File: config.mk
export PLATFORM = sky130hd
export DESIGN_NAME = nand_reg_bridge
export DESIGN_NICKNAME = d
export VERILOG_FILES = /design/src/rtl/nbr_pkg.sv /design/src/rtl/nbr_pulse_seq.sv /design/src/rtl/nbr_rdata.sv /design/src/rtl/nand_reg_bridge.sv
export SDC_FILE = /design/constraint.sdc
export NUM_CORES = 1
export LEC_CHECK = 0
export BUFFER_PORTS_ARGS = -buffer_cell sky130_fd_sc_hd__buf_2
export CORE_ASPECT_RATIO = 1.75
export CORE_MARGIN = 8
export CORE_UTILIZATION = 43
export CTS_BUF_LIST = sky130_fd_sc_hd__clkbuf_16
export CTS_CLUSTER_SIZE = 10
export DETAILED_ROUTE_END_ITERATION = 7
export PLACE_DENSITY = 0.79
export SKIP_CTS_REPAIR_TIMING = 1
export SYNTH_ARGS = -nofsm -noshare
export SYNTH_HDL_FRONTEND = slang
export SYNTH_HIERARCHICAL = 1
export SYNTH_SLANG_ARGS = --single-unit
File: constraint.sdc
create_clock -name clk -period 3.3 [get_ports clk]
set_clock_uncertainty 0.2 [all_clocks]
set_input_delay 0.165 -clock clk [delete_from_list [all_inputs] [get_ports clk]]
set_output_delay 0.165 -clock clk [all_outputs]
set_load 0.005 [all_outputs]
File: src/rtl/nbr_pkg.sv
package nbr_pkg;

    localparam int WORD_W = 32;
    localparam int BYTE_W = 8;

    localparam logic [2:0] OP_CMD   = 3'd0;
    localparam logic [2:0] OP_ADDR  = 3'd1;
    localparam logic [2:0] OP_READ  = 3'd2;
    localparam logic [2:0] OP_WDATA = 3'd3;

    // Host register layout: enable bit, opcode, spare, byte, status half
    typedef struct packed {
        logic              ce;
        logic [2:0]        op;
        logic [3:0]        spare;
        logic [BYTE_W-1:0] dbyte;
        logic              busy;
        logic [14:0]       low;
    } host_word_t;

    typedef enum logic [1:0] {
        PH_IDLE,
        PH_SETUP,
        PH_LOW,
        PH_HIGH
    } phase_t;

    function automatic logic op_runs_we(input logic [2:0] op);
        return (op == OP_CMD) || (op == OP_ADDR) || (op == OP_WDATA);
    endfunction

    function automatic int imax(input int a, input int b);
        return (a > b) ? a : b;
    endfunction

endpackage

File: src/rtl/nbr_pulse_seq.sv
module nbr_pulse_seq
    import nbr_pkg::*;
#(
    parameter int T_SETUP = 2,
    parameter int T_WE_LO = 2,
    parameter int T_WE_HI = 2,
    parameter int T_HOLD  = 2,
    parameter int T_RE_LO = 2,
    parameter int T_RE_HI = 2
) (
    input  logic clk,
    input  logic rst,
    input  logic start,
    input  logic start_rd,
    output logic busy,
    output logic we_low,
    output logic re_low,
    output logic drive,
    output logic sample,
    output logic done
);

    localparam int T_WTAIL = imax(T_WE_HI, T_HOLD);
    localparam int T_MAX   = imax(imax(imax(T_SETUP, T_WE_LO), imax(T_WTAIL, T_RE_LO)), T_RE_HI);
    localparam int CW      = $clog2(T_MAX + 1);

    localparam logic [CW-1:0] L_SETUP = CW'(T_SETUP - 1);
    localparam logic [CW-1:0] L_WLO   = CW'(T_WE_LO - 1);
    localparam logic [CW-1:0] L_WTAIL = CW'(T_WTAIL - 1);
    localparam logic [CW-1:0] L_RLO   = CW'(T_RE_LO - 1);
    localparam logic [CW-1:0] L_RHI   = CW'(T_RE_HI - 1);

    phase_t        ph;
    logic [CW-1:0] cnt;
    logic          rd_q;
    logic          last;

    assign last = (cnt == '0);

    always_ff @(posedge clk) begin
        if (rst) begin
            ph   <= PH_IDLE;
            cnt  <= '0;
            rd_q <= 1'b0;
            done <= 1'b0;
        end else begin
            done <= 1'b0;
            case (ph)
                PH_IDLE: if (start) begin
                    rd_q <= start_rd;
                    if (start_rd) begin
                        ph  <= PH_LOW;
                        cnt <= L_RLO;
                    end else begin
                        ph  <= PH_SETUP;
                        cnt <= L_SETUP;
                    end
                end
                PH_SETUP: if (last) begin
                    ph  <= PH_LOW;
                    cnt <= L_WLO;
                end else begin
                    cnt <= cnt - 1'b1;
                end
                PH_LOW: if (last) begin
                    ph  <= PH_HIGH;
                    cnt <= rd_q ? L_RHI : L_WTAIL;
                end else begin
                    cnt <= cnt - 1'b1;
                end
                default: if (last) begin
                    ph   <= PH_IDLE;
                    done <= 1'b1;
                end else begin
                    cnt <= cnt - 1'b1;
                end
            endcase
        end
    end

    assign busy   = (ph != PH_IDLE);
    assign we_low = (ph == PH_LOW) && !rd_q;
    assign re_low = (ph == PH_LOW) && rd_q;
    assign drive  = busy && !rd_q;
    assign sample = re_low && last;

endmodule

File: src/rtl/nbr_rdata.sv
module nbr_rdata
    import nbr_pkg::*;
(
    input  logic              clk,
    input  logic              rst,
    input  logic              sample,
    input  logic [BYTE_W-1:0] dq_i,
    input  logic              rb_n,
    output logic [WORD_W-1:0] rdata
);

    logic [BYTE_W-1:0] cap_q;
    host_word_t        word;

    always_ff @(posedge clk) begin
        if (rst) begin
            cap_q <= '0;
        end else if (sample) begin
            cap_q <= dq_i;
        end
    end

    always_comb begin
        word       = '0;
        word.dbyte = cap_q;
        word.busy  = !rb_n;
        rdata      = word;
    end

endmodule

File: src/rtl/nand_reg_bridge.sv
module nand_reg_bridge
    import nbr_pkg::*;
#(
    parameter int T_SETUP = 2,
    parameter int T_WE_LO = 2,
    parameter int T_WE_HI = 2,
    parameter int T_HOLD  = 2,
    parameter int T_RE_LO = 2,
    parameter int T_RE_HI = 2
) (
    input  logic              clk,
    input  logic              rst,
    input  logic              host_req,
    input  logic              host_wr,
    input  logic [WORD_W-1:0] host_wdata,
    output logic [WORD_W-1:0] host_rdata,
    output logic              host_ack,
    output logic              nf_ce_n,
    output logic              nf_cle,
    output logic              nf_ale,
    output logic              nf_we_n,
    output logic              nf_re_n,
    output logic [BYTE_W-1:0] nf_dq_o,
    output logic              nf_dq_oe,
    input  logic [BYTE_W-1:0] nf_dq_i,
    input  logic              nf_rb_n
);

    host_word_t        w;
    logic              unused_fields;
    logic              accept;
    logic              seq_start;
    logic              seq_busy, seq_we, seq_re, seq_drive, seq_sample, seq_done;
    logic              ce_q, rdmode_q, cle_q, ale_q, ack_q;
    logic [BYTE_W-1:0] byte_q;

    assign w             = host_word_t'(host_wdata);
    assign unused_fields = ^{w.spare, w.busy, w.low};

    assign accept    = host_req && !seq_busy && !host_ack;
    assign seq_start = accept && (host_wr ? op_runs_we(w.op) : rdmode_q);

    always_ff @(posedge clk) begin
        if (rst) begin
            ce_q     <= 1'b0;
            rdmode_q <= 1'b0;
            cle_q    <= 1'b0;
            ale_q    <= 1'b0;
            ack_q    <= 1'b0;
            byte_q   <= '0;
        end else begin
            ack_q <= 1'b0;
            if (accept) begin
                if (host_wr) begin
                    ce_q     <= w.ce;
                    rdmode_q <= (w.op == OP_READ);
                    if (op_runs_we(w.op)) begin
                        cle_q  <= (w.op == OP_CMD);
                        ale_q  <= (w.op == OP_ADDR);
                        byte_q <= w.dbyte;
                    end else begin
                        ack_q <= 1'b1;
                    end
                end else if (!rdmode_q) begin
                    ack_q <= 1'b1;
                end
            end
        end
    end

    nbr_pulse_seq #(
        .T_SETUP (T_SETUP),
        .T_WE_LO (T_WE_LO),
        .T_WE_HI (T_WE_HI),
        .T_HOLD  (T_HOLD),
        .T_RE_LO (T_RE_LO),
        .T_RE_HI (T_RE_HI)
    ) i_seq (
        .clk      (clk),
        .rst      (rst),
        .start    (seq_start),
        .start_rd (!host_wr),
        .busy     (seq_busy),
        .we_low   (seq_we),
        .re_low   (seq_re),
        .drive    (seq_drive),
        .sample   (seq_sample),
        .done     (seq_done)
    );

    nbr_rdata i_rdata (
        .clk    (clk),
        .rst    (rst),
        .sample (seq_sample),
        .dq_i   (nf_dq_i),
        .rb_n   (nf_rb_n),
        .rdata  (host_rdata)
    );

    assign host_ack = ack_q || seq_done;
    assign nf_ce_n  = !ce_q;
    assign nf_cle   = cle_q && seq_drive;
    assign nf_ale   = ale_q && seq_drive;
    assign nf_we_n  = !seq_we;
    assign nf_re_n  = !seq_re;
    assign nf_dq_o  = byte_q;
    assign nf_dq_oe = seq_drive;

endmodule

==> results.sh <==
export IMPL_timing_hold_ws_ps=-36.8
export IMPL_end_kind="flop"
export IMPL_arrival_ps=2540
export IMPL_cts_root_buf="clkbuf_16"
export IMPL_worstReg2RegEnd="i_seq/ph[1]"
export IMPL_io_buffer_count=48
export IMPL_drc_errors=0
export IMPL_die_w_um=61.6
export IMPL_grt_overflow_total=0
export IMPL_hold_violations=2
export IMPL_place_gp_congestion=0.783
export IMPL_drive_gt1_frac=0.254
export IMPL_ir_worst_vdd_mv=0.381
export IMPL_die_h_um=95.8
export IMPL_synth_largest_area_cell="dfxtp_1"
export IMPL_fin_util=0.559
export IMPL_p_leak_uw=0.000915
export IMPL_clock_latency_ps=260
export IMPL_min_path_cells=3
export IMPL_ioPinCount=92
export IMPL_fin_nets=289
export IMPL_reg2regPathDepth=9
export IMPL_rsz0062_at_grt="no"
export IMPL_cp_required_ps=3290
export IMPL_first_iter_violations=25
export IMPL_avgRoutedWirePerCell_um=13.0
export IMPL_synth_cells=173
export IMPL_ys_seq_area_frac=0.345
export IMPL_min_to="nf_dq_o[3]"
export IMPL_clock_sinks=27
export IMPL_ys_warn_count=6
export IMPL_synthArstFlopShare=0
export IMPL_dr_pass1_iters=5
export IMPL_antenna_left=0
export IMPL_drv_cap=0
export IMPL_grt_pass1_wl_um=5060
export IMPL_antenna_found_initial=0
export IMPL_cts_tree="done"
export IMPL_power_per_cell_area_nw_per_um2=552
export IMPL_synthToLayoutAreaGrowth_pct=27.0
export IMPL_hold_start="host_wdata[19]"
export IMPL_viasPerCell=4.66
export IMPL_vias=1320
export IMPL_yosys_area_top_type_share=0.345
export IMPL_critPathKind="flop to flop"
export IMPL_cts_buffers=3
export IMPL_ys_flop_type="dfxtp_1"
export IMPL_worstPathMaxFanout=6
export IMPL_hpwl_um=2630
export IMPL_r2r_slack_ps=750
export IMPL_wl_um=3680
export IMPL_core_area_um2=3560
export IMPL_setup_viol=0
export IMPL_h_tree_depth=1
export IMPL_clock_fmax_mhz=392
export IMPL_clk_path_buf_depth=2
export IMPL_track_usage=0.109
export IMPL_grt_start_max_net_pins=38
export IMPL_min_period_ps=2550
export IMPL_floorplan_initialDensity=0.440
export IMPL_worstMarginPinSlew_ps=572
export IMPL_rows=29
export IMPL_first_global_vias=1233
export IMPL_synthDistinctLibCells=43
export IMPL_cts_clk_slew_worst_paths_ps=60
export IMPL_synth_edf_count=0
export IMPL_dieArea_um2=5900
export IMPL_power_total_uw=1100
export IMPL_worst_setup_path_start_kind="flop"
export IMPL_maxSlewViolCount=0
export IMPL_avgSynthCellArea_um2=9.05
export IMPL_place_area_um2=1750
export IMPL_synth_area_leaders="dfxtp_1 35%, buf_4 12%, mux2i_1 11%"
export IMPL_syn_area_um2=1570
export IMPL_hp_class="input port to flop"
export IMPL_max_slew_margin=0.619
export IMPL_fin_crit_sh=0.773
export IMPL_ys_ff_latch=27
export IMPL_run_status="complete, but fails checks"
export IMPL_fin_tns_setup_ps=0
export IMPL_fin_area_um2=1990
export IMPL_violations="hold timing"
export IMPL_r2r_start="i_seq/ph[0]"
-- per-layer routing --
layer  global-route usage  routed length, um  vias to the layer above
li1                     -                  -                      657
met1               0.0961               1300                      614
met2                0.220               2080                       45
met3               0.0147                245                        4
met4               0.0516                 63                        0
met5                    0                  0                        -
-- cell usage in the layout, fill, tap and decap left out, types with 2 or more instances in the layout --
master | Yosys | layout
buf_2 | 0 | 48
dfxtp_1 | 27 | 27
conb_1 | 1 | 23
nand2b_1 | 19 | 19
mux2i_1 | 17 | 17
dlygate4sd3_1 | 0 | 16
nor2_1 | 14 | 14
inv_1 | 12 | 13
ha_1 | 7 | 7
a21oi_1 | 6 | 6
and2_1 | 4 | 4
nand3_1 | 3 | 3
o21ai_0 | 3 | 3
clkbuf_16 | 0 | 3
nand2_1 | 3 | 3
or2b_1 | 2 | 2
buf_4 | 24 | 2
-- how the worst max path moves through the flow --
stage | from | end | slack [ps] | cells after the start
after floorplan | i_seq/ph[0] | i_seq/ph[1] | 860 | 8
after global placement | i_seq/ph[0] | i_seq/ph[1] | 830 | 9
after detailed placement | i_seq/ph[0] | i_seq/ph[1] | 750 | 9
after CTS | i_seq/ph[0] | i_seq/ph[1] | 710 | 9
after global routing | i_seq/ph[0] | i_seq/ph[1] | 580 | 9
final | i_seq/ph[0] | i_seq/ph[1] | 750 | 9
-- worst max-delay path, stage by stage (launching register included) --
cell and delay (ps):
dfxtp_1 330, inv_1 160, ha_1 250, inv_1 70
nor4b_1 250, buf_4 190, and2_1 230, mux2i_1 160
or4_1 500, a21oi_1 150
-- cell type report --
| type | instances | area (um2) |
|---|---|---|
| antenna | 1 | 2.50 |
| clock buffer | 3 | 75.1 |
| clock inverter | 1 | 3.75 |
| fill | 325 | 1570 |
| inverter | 12 | 45.0 |
| multi-input combinational | 127 | 848 |
| sequential | 27 | 541 |
| tap | 46 | 57.6 |
| timing repair buffer | 66 | 415 |
-- kinds of logic after synthesis --
kind of cell / synth area share
AOI/OAI and AO/OA: 0.0927
adders and majority gates: 0.0560
buffers and inverters: 0.165
DFF: 0.345
muxes: 0.116
other: 0.00240
and+or+nand+nor: 0.222
-- through the flow --
step | cells | worst slack [ps]
final | 283 | 748
after global routing | 282 | 580
after floorplan | 195 | 861
after global placement | 262 | 829
after CTS | 266 | 713
after detailed placement | 262 | 749
-- sequential cells by signal (all words and copies together) (netlist names) --
register	flops
i_rdata/cap_q	8
ack_q	1
nf_dq_o	8
ale_q	1
i_seq/done	1
i_seq/ph	2
rdmode_q	1
cle_q	1
i_seq/cnt	2
i_seq/rd_q	1
ce_q	1
-- where the power goes --
part	switching (uW)	total [uW]	leakage (uW)	internal (uW)
combinational	223	435	0.000654	212
sequential	32.1	396	0.000219	364
clock	106	268	0.0000423	162
total	361	1100	0.000915	737
-- synth_stat cells, types with 2 or more instances --
| cell type | number |
|---|---|
| dfxtp_1 | 27 |
| buf_4 | 24 |
| nand2b_1 | 19 |
| mux2i_1 | 17 |
| nor2_1 | 14 |
| inv_1 | 12 |
| ha_1 | 7 |
| a21oi_1 | 6 |
| and2_1 | 4 |
| nand2_1 | 3 |
| nand3_1 | 3 |
| o21ai_0 | 3 |
| buf_6 | 2 |
| clkbuf_1 | 2 |
| or2b_1 | 2 |
(Power assumes the default switching activity.)
